<file path="src/rtl/hbus_pkg.sv">
package hbus_pkg;

    // Control sequencer states for one host access
    typedef enum logic [1:0] {
        ST_IDLE  = 2'd0,  // waiting for a qualified strobe
        ST_BUSY  = 2'd1,  // access in progress, completion counter running
        ST_DONE  = 2'd2,  // ready shown, waiting for strobe release
        ST_BLOCK = 2'd3   // conflicting strobes, waiting for release
    } hb_state_e;

endpackage

</file>
<file path="src/rtl/hbus_sync.sv">
module hbus_sync #(
    parameter int              W       = 4,
    parameter logic [W-1:0]    RST_VAL = '0
) (
    input  logic         clk,
    input  logic         rst_n,
    input  logic [W-1:0] async_i,
    output logic [W-1:0] sync_o
);

    for (genvar b = 0; b < W; b++) begin : g_bit
        logic meta_q, stab_q;

        always_ff @(posedge clk or negedge rst_n) begin
            if (!rst_n) begin
                meta_q <= RST_VAL[b];
                stab_q <= RST_VAL[b];
            end else begin
                meta_q <= async_i[b];
                stab_q <= meta_q;
            end
        end

        assign sync_o[b] = stab_q;
    end

endmodule

</file>
<file path="src/rtl/hbus_regbank.sv">
module hbus_regbank #(
    parameter int AW = 8,
    parameter int DW = 8
) (
    input  logic          clk,
    input  logic          rst_n,
    input  logic          we_i,
    input  logic [AW-1:0] addr_i,
    input  logic [DW-1:0] wdata_i,
    output logic [DW-1:0] rdata_o
);

    localparam int DEPTH = 1 << AW;

    logic [DW-1:0] mem_q [DEPTH];

    for (genvar e = 0; e < DEPTH; e++) begin : g_entry
        logic [DW-1:0] ent_d;
        logic          hit;

        always_comb begin
            hit   = we_i && (addr_i == AW'(e));
            ent_d = hit ? wdata_i : mem_q[e];
        end

        always_ff @(posedge clk or negedge rst_n) begin
            if (!rst_n) mem_q[e] <= '0;
            else        mem_q[e] <= ent_d;
        end
    end

    assign rdata_o = mem_q[addr_i];

endmodule

</file>
<file path="src/rtl/hbus_ctrl.sv">
module hbus_ctrl
    import hbus_pkg::*;
#(
    parameter int          REG_AW   = 8,
    parameter int          SEL_W    = 3,
    parameter int          ACK_LAT  = 2,
    parameter logic [2:0]  MODE_SEP = 3'b000
) (
    input  logic                      clk,
    input  logic                      rst_n,
    input  logic [2:0]                mode_i,
    input  logic [SEL_W-1:0]          dev_id_i,
    input  logic                      cs_s_i,
    input  logic                      ale_s_i,
    input  logic                      rd_s_i,
    input  logic                      wr_s_i,
    input  logic [REG_AW+SEL_W-1:0]   addr_i,
    output logic [REG_AW-1:0]         reg_addr_o,
    output logic                      active_o,
    output logic                      we_o,
    output logic                      rdy_n_o
);

    localparam int FULL_AW = REG_AW + SEL_W;
    localparam int CNT_W   = (ACK_LAT > 1) ? $clog2(ACK_LAT) : 1;
    localparam logic [CNT_W-1:0] CNT_END = CNT_W'(ACK_LAT - 1);

    typedef struct packed {
        hb_state_e          state;
        logic [CNT_W-1:0]   cnt;
        logic [FULL_AW-1:0] addr;
        logic               ale_prev;
    } ctrl_t;

    ctrl_t r_d, r_q;

    logic sel_ok, rd_go, wr_go, released;

    assign active_o = (mode_i == MODE_SEP) &&
                      (r_q.addr[FULL_AW-1:REG_AW] == dev_id_i);

    always_comb begin
        r_d      = r_q;
        we_o     = 1'b0;
        sel_ok   = !cs_s_i && active_o;
        rd_go    = sel_ok && !rd_s_i;
        wr_go    = sel_ok && !wr_s_i;
        released = cs_s_i || (rd_s_i && wr_s_i);

        // address capture on the falling latch enable
        r_d.ale_prev = ale_s_i;
        if (r_q.ale_prev && !ale_s_i) begin
            r_d.addr = addr_i;
        end

        unique case (r_q.state)
            ST_IDLE: begin
                if (rd_go && wr_go) begin
                    r_d.state = ST_BLOCK;
                end else if (wr_go) begin
                    we_o      = 1'b1;
                    r_d.state = ST_BUSY;
                    r_d.cnt   = '0;
                end else if (rd_go) begin
                    r_d.state = ST_BUSY;
                    r_d.cnt   = '0;
                end
            end
            ST_BUSY: begin
                if (released) begin
                    r_d.state = ST_IDLE;
                end else if (r_q.cnt == CNT_END) begin
                    r_d.state = ST_DONE;
                end else begin
                    r_d.cnt = r_q.cnt + 1'b1;
                end
            end
            ST_DONE: begin
                if (released) r_d.state = ST_IDLE;
            end
            ST_BLOCK: begin
                if (released) r_d.state = ST_IDLE;
            end
            default: r_d.state = ST_IDLE;
        endcase
    end

    always_ff @(posedge clk or negedge rst_n) begin
        if (!rst_n) begin
            r_q <= '{state: ST_IDLE, cnt: '0, addr: '0, ale_prev: 1'b0};
        end else begin
            r_q <= r_d;
        end
    end

    assign reg_addr_o = r_q.addr[REG_AW-1:0];
    assign rdy_n_o    = (r_q.state != ST_DONE);

endmodule

</file>
<file path="src/rtl/hbus_regif.sv">
module hbus_regif #(
    parameter int          REG_AW   = 8,
    parameter int          DW       = 8,
    parameter int          SEL_W    = 3,
    parameter int          ACK_LAT  = 2,
    parameter logic [2:0]  MODE_SEP = 3'b000
) (
    input  logic                      clk,
    input  logic                      rst_n,
    input  logic [2:0]                mode_i,
    input  logic [SEL_W-1:0]          dev_id_i,
    input  logic                      cs_n_i,
    input  logic                      ale_i,
    input  logic                      rd_n_i,
    input  logic                      wr_n_i,
    input  logic [REG_AW+SEL_W-1:0]   addr_i,
    input  logic [DW-1:0]             data_i,
    output logic [DW-1:0]             data_o,
    output logic                      data_oe_o,
    output logic                      rdy_n_o
);

    // synchroniser bit order: {ale, wr_n, rd_n, cs_n}
    localparam int         NSYNC    = 4;
    localparam logic [3:0] SYNC_RST = 4'b0111;

    logic [NSYNC-1:0]  sync_vec;
    logic              cs_sync, rd_sync, wr_sync, ale_sync;
    logic [REG_AW-1:0] reg_addr;
    logic              dev_active;
    logic              bank_we;

    hbus_sync #(
        .W       (NSYNC),
        .RST_VAL (SYNC_RST)
    ) u_sync (
        .clk     (clk),
        .rst_n   (rst_n),
        .async_i ({ale_i, wr_n_i, rd_n_i, cs_n_i}),
        .sync_o  (sync_vec)
    );

    assign cs_sync  = sync_vec[0];
    assign rd_sync  = sync_vec[1];
    assign wr_sync  = sync_vec[2];
    assign ale_sync = sync_vec[3];

    hbus_ctrl #(
        .REG_AW   (REG_AW),
        .SEL_W    (SEL_W),
        .ACK_LAT  (ACK_LAT),
        .MODE_SEP (MODE_SEP)
    ) u_ctrl (
        .clk        (clk),
        .rst_n      (rst_n),
        .mode_i     (mode_i),
        .dev_id_i   (dev_id_i),
        .cs_s_i     (cs_sync),
        .ale_s_i    (ale_sync),
        .rd_s_i     (rd_sync),
        .wr_s_i     (wr_sync),
        .addr_i     (addr_i),
        .reg_addr_o (reg_addr),
        .active_o   (dev_active),
        .we_o       (bank_we),
        .rdy_n_o    (rdy_n_o)
    );

    hbus_regbank #(
        .AW (REG_AW),
        .DW (DW)
    ) u_bank (
        .clk     (clk),
        .rst_n   (rst_n),
        .we_i    (bank_we),
        .addr_i  (reg_addr),
        .wdata_i (data_i),
        .rdata_o (data_o)
    );

    // pad drive follows the raw strobes so it is released without delay
    assign data_oe_o = dev_active && !cs_n_i && !rd_n_i && wr_n_i;

endmodule

</file>
<file path="config.mk">
export PLATFORM = sky130hd
export DESIGN_NAME = hbus_regif
export DESIGN_NICKNAME = d
export VERILOG_FILES = /design/src/rtl/hbus_pkg.sv /design/src/rtl/hbus_sync.sv /design/src/rtl/hbus_regbank.sv /design/src/rtl/hbus_ctrl.sv /design/src/rtl/hbus_regif.sv
export SDC_FILE = /design/constraint.sdc
export NUM_CORES = 2
export LEC_CHECK = 0
export BUFFER_PORTS_ARGS = -buffer_cell sky130_fd_sc_hd__clkbuf_2
export CORE_MARGIN = 5
export CORE_UTILIZATION = 64
export CTS_CLUSTER_DIAMETER = 60
export DETAILED_ROUTE_END_ITERATION = 8
export PLACE_DENSITY = 0.8
export SLEW_MARGIN = 20
export SYNTH_ARGS = -nofsm -noshare
export SYNTH_HDL_FRONTEND = slang
export SYNTH_SLANG_ARGS = --single-unit
export TNS_END_PERCENT = 1
</file>
<file path="constraint.sdc">
create_clock -name clk -period 4 [get_ports clk]
set_input_delay 0.8 -clock clk [delete_from_list [all_inputs] [get_ports clk]]
set_output_delay 0.8 -clock clk [all_outputs]
set_load 0.02 [all_outputs]
</file>
==> impl_metrics.ini <==
[outcome]
status = finished with violations
violations = negative setup slack

[place]
portBuffers = 40
place.detailed.hpwl_um = 158000
place.gp.congestion = 0.875

[power]
power_density_nw_per_um2 = 404
irDropWorstVdd_mv = 0.481
p_leak_nw = 53.6
power.total_w = 0.0448

[setup_path]
path_delay_family = buffers and inverters
arrival_ns = 4.20
crit_type = reg -> out
r2r_cells = 5
slowest_stage = dfrtp_4
cpPeakStageDelay_ns = 0.49
crit_top_cell = buf_4
cp_max_fo = 15
worstSetupEndpointType = output port
cp-start-kind = flip-flop
worst-path-stages = 12
path_cells = buf_4 > buf_12 > buf_16 > buf_4 > mux4_2 > a22oi_1 > buf_4 > a21oi_1 > o41ai_1 > buf_4 > nand4_1 > clkbuf_8
path_buf_inv = 7
cp.required_ns = 3.20

[synth]
synth.area.top_cells = dfrtp_1, mux2_2, mux4_2, mux2_4, a22oi_1
synth_top_area_frac = 0.531
ys_ff_latch = 2071
syn_nets = 5952
yosysMostFrequentCell = dfrtp_1
synthesis.area_um2 = 97300
syn_area_per_cell_um2 = 16.4
synthFlopType = dfrtp_1
yosysTopAreaCell = dfrtp_1
synth-seq-area-share = 0.533
synth_cells = 5921
ys_warn_count = 0
synthArstFlopShare = 1.00
synth.top_cells.by_count = dfrtp_1, mux2_2, mux2_4, mux4_2, clkbuf_1
ys_types = 46
synth_edf_count = 0

[floorplanning]
fp-row-count = 143
die_w_um = 400
die_h_um = 400
start_util = 0.642
design.core.area_um2 = 152000
pin_count = 41
fp.dieArea_um2 = 160000

[clocking]
insertion_delay_ns = 0.84
cts_buffers = 208
cts_tree = built
clkTransAtPathRegs_ns = 0.07
cts_buffer_depth = 3
cts_max_level = 4
cts_sinks = 2071
ctsRootBufferMaster = clkbuf_16

[cells_and_area]
area_growth_pct = 14.0
drive_above_1_share = 0.585
num-nets-final = 6191
post-route-util = 0.732

[min_path]
min_path_type = in -> reg
holdPathStages = 1

[routing]
finalWirelength_um = 255000
viasPerCell = 6.76
ant_nets = 0
post-route-drc-count = 0
vias = 56500
drt_iter0_drc = 5198
firstDrtPassIters = 5
wl_per_cell_um = 30.5

[global_routing]
antenna_found_initial = 4
grt_pass1_vias = 60100
grt_remaining_overflow = 0
grt_pass1_wl_um = 388000
track_usage = 0.321
grt_max_degree = 149

[sta]
fmaxAchievable_ghz = 0.200
setup_ws_ns = -1.00
drv_slew = 0
hold_viol_final = 0
post-route-period-util = 1.25
rsz0062_at_grt = yes
finalSetupViolCount = 8
worstMarginPinSlew_ns = 1.23
skew_ns = 0.0338
period_needed_ns = 5.00
relSlewSlack = 0.181

[job]
maxCapViolations = 0
[routing by layer]
metal	vias to the layer above	wire, um	global-route usage
met1	30800	105000	0.456
met3	594	18900	0.0683
met4	6	11500	0.137
met5	-	41	0
met2	2238	119000	0.489
li1	22800	-	-
[timing repair]
action / CTS / global route
pin swaps: 25 / 43
resized for setup: 112 / 117
buffers inserted: 27 / 81
gates cloned: 7 / 7
setup endpoints to repair: 8 / 8
hold endpoints to repair: 39 / 0
hold buffers: 1 / 0
[path summary, 6_finish.rpt]
check	from	to	slack, ns
max	u_ctrl.reg_addr_o[0]$_DFFE_PN0P_	data_o[7]	-1.00
min in group asynchronous	rst_n	u_bank.mem_q[314]$_DFFE_PN0P_	0.55
min reg2reg	u_sync.g_bit[1].meta_q$_DFF_PN1_	u_sync.g_bit[1].stab_q$_DFF_PN1_	0.36
min	wr_n_i	u_sync.g_bit[2].meta_q$_DFF_PN1_	0.06
max in group asynchronous	rst_n	u_bank.mem_q[1942]$_DFFE_PN0P_	2.10
max reg2reg	u_ctrl.reg_addr_o[3]$_DFFE_PN0P_	u_bank.mem_q[1983]$_DFFE_PN0P_	0.13
[through the flow]
stage / TNS, ns / hold WS [ns] / cells / setup slack [ns] / cell area [um2]
detailed placement: -3.90 / 0.347 / 7862 / -0.650 / 102000
global route: -8.02 / 0.0341 / 8354 / -1.07 / 111000
floorplan: 0 / 0.331 / 5921 / 0.638 / 97300
CTS: -7.32 / 0.00384 / 8271 / -0.943 / 110000
finish: -7.50 / 0.0605 / 8355 / -1.00 / 111000
global placement: -4.56 / 0.346 / 7862 / -0.925 / 102000
[layout by cell type, fill, tap and decap left out, types with 28 or more instances in the layout]
cell type  instances
clkbuf_16        218
nor2_2           114
a22oi_2           81
a21oi_2           35
clkbuf_8          56
a22oi_1          175
nand2_1           87
buf_12            80
clkbuf_1          59
mux2_2          1390
mux2_1            83
buf_4            326
nand2_8           80
mux2_4           584
dfrtp_1         2063
clkinv_2          28
a21oi_1           90
mux4_2           512
[worst reg2reg max path: cells and delay by family (launching register included)]
kind	cells	cell delay [ns]
DFF	1	0.80
and+or+nand+nor	4	2.53
muxes	1	0.41
[sequential cells by signal (all words and copies together), names as in the netlist]
signal / cells
u_bank.mem_q: 2048
u_ctrl.reg_addr_o: 8
u_ctrl.r_q: 7
u_sync.g_bit.meta_q: 4
u_sync.g_bit.stab_q: 4
[cell families (layout without fill, tap and decap cells)]
logic type                count (synthesis)  in the layout  share of synthesized area
AOI/OAI and AO/OA                       426            426                     0.0298
muxes                                  2569           2569                      0.379
DFF                                    2071           2071                      0.533
other                                     0              1                          0
xor gates and xnor gates                  4              4                   0.000360
and+or+nand+nor                         389            389                     0.0376
buffers and inverters                   462            865                     0.0203
[power breakdown]
part	switching [W]	total (W)	leakage (nW)	internal, W
registers	0.0000744	0.0211	28.9	0.0210
logic	0.00270	0.00429	21.4	0.00159
clock network	0.00831	0.0194	3.34	0.0111
[layout make-up]
type | count | area (um2)
sequential | 2071 | 51800
multi-input combinational | 3388 | 44500
fill | 8858 | 40600
clock buffer | 322 | 6220
timing repair buffer | 487 | 5300
tap | 2030 | 2540
clock inverter | 52 | 542
inverter | 4 | 15.0
antenna | 1 | 2.50
No activity file was read; power rests on OpenSTA's default activity.
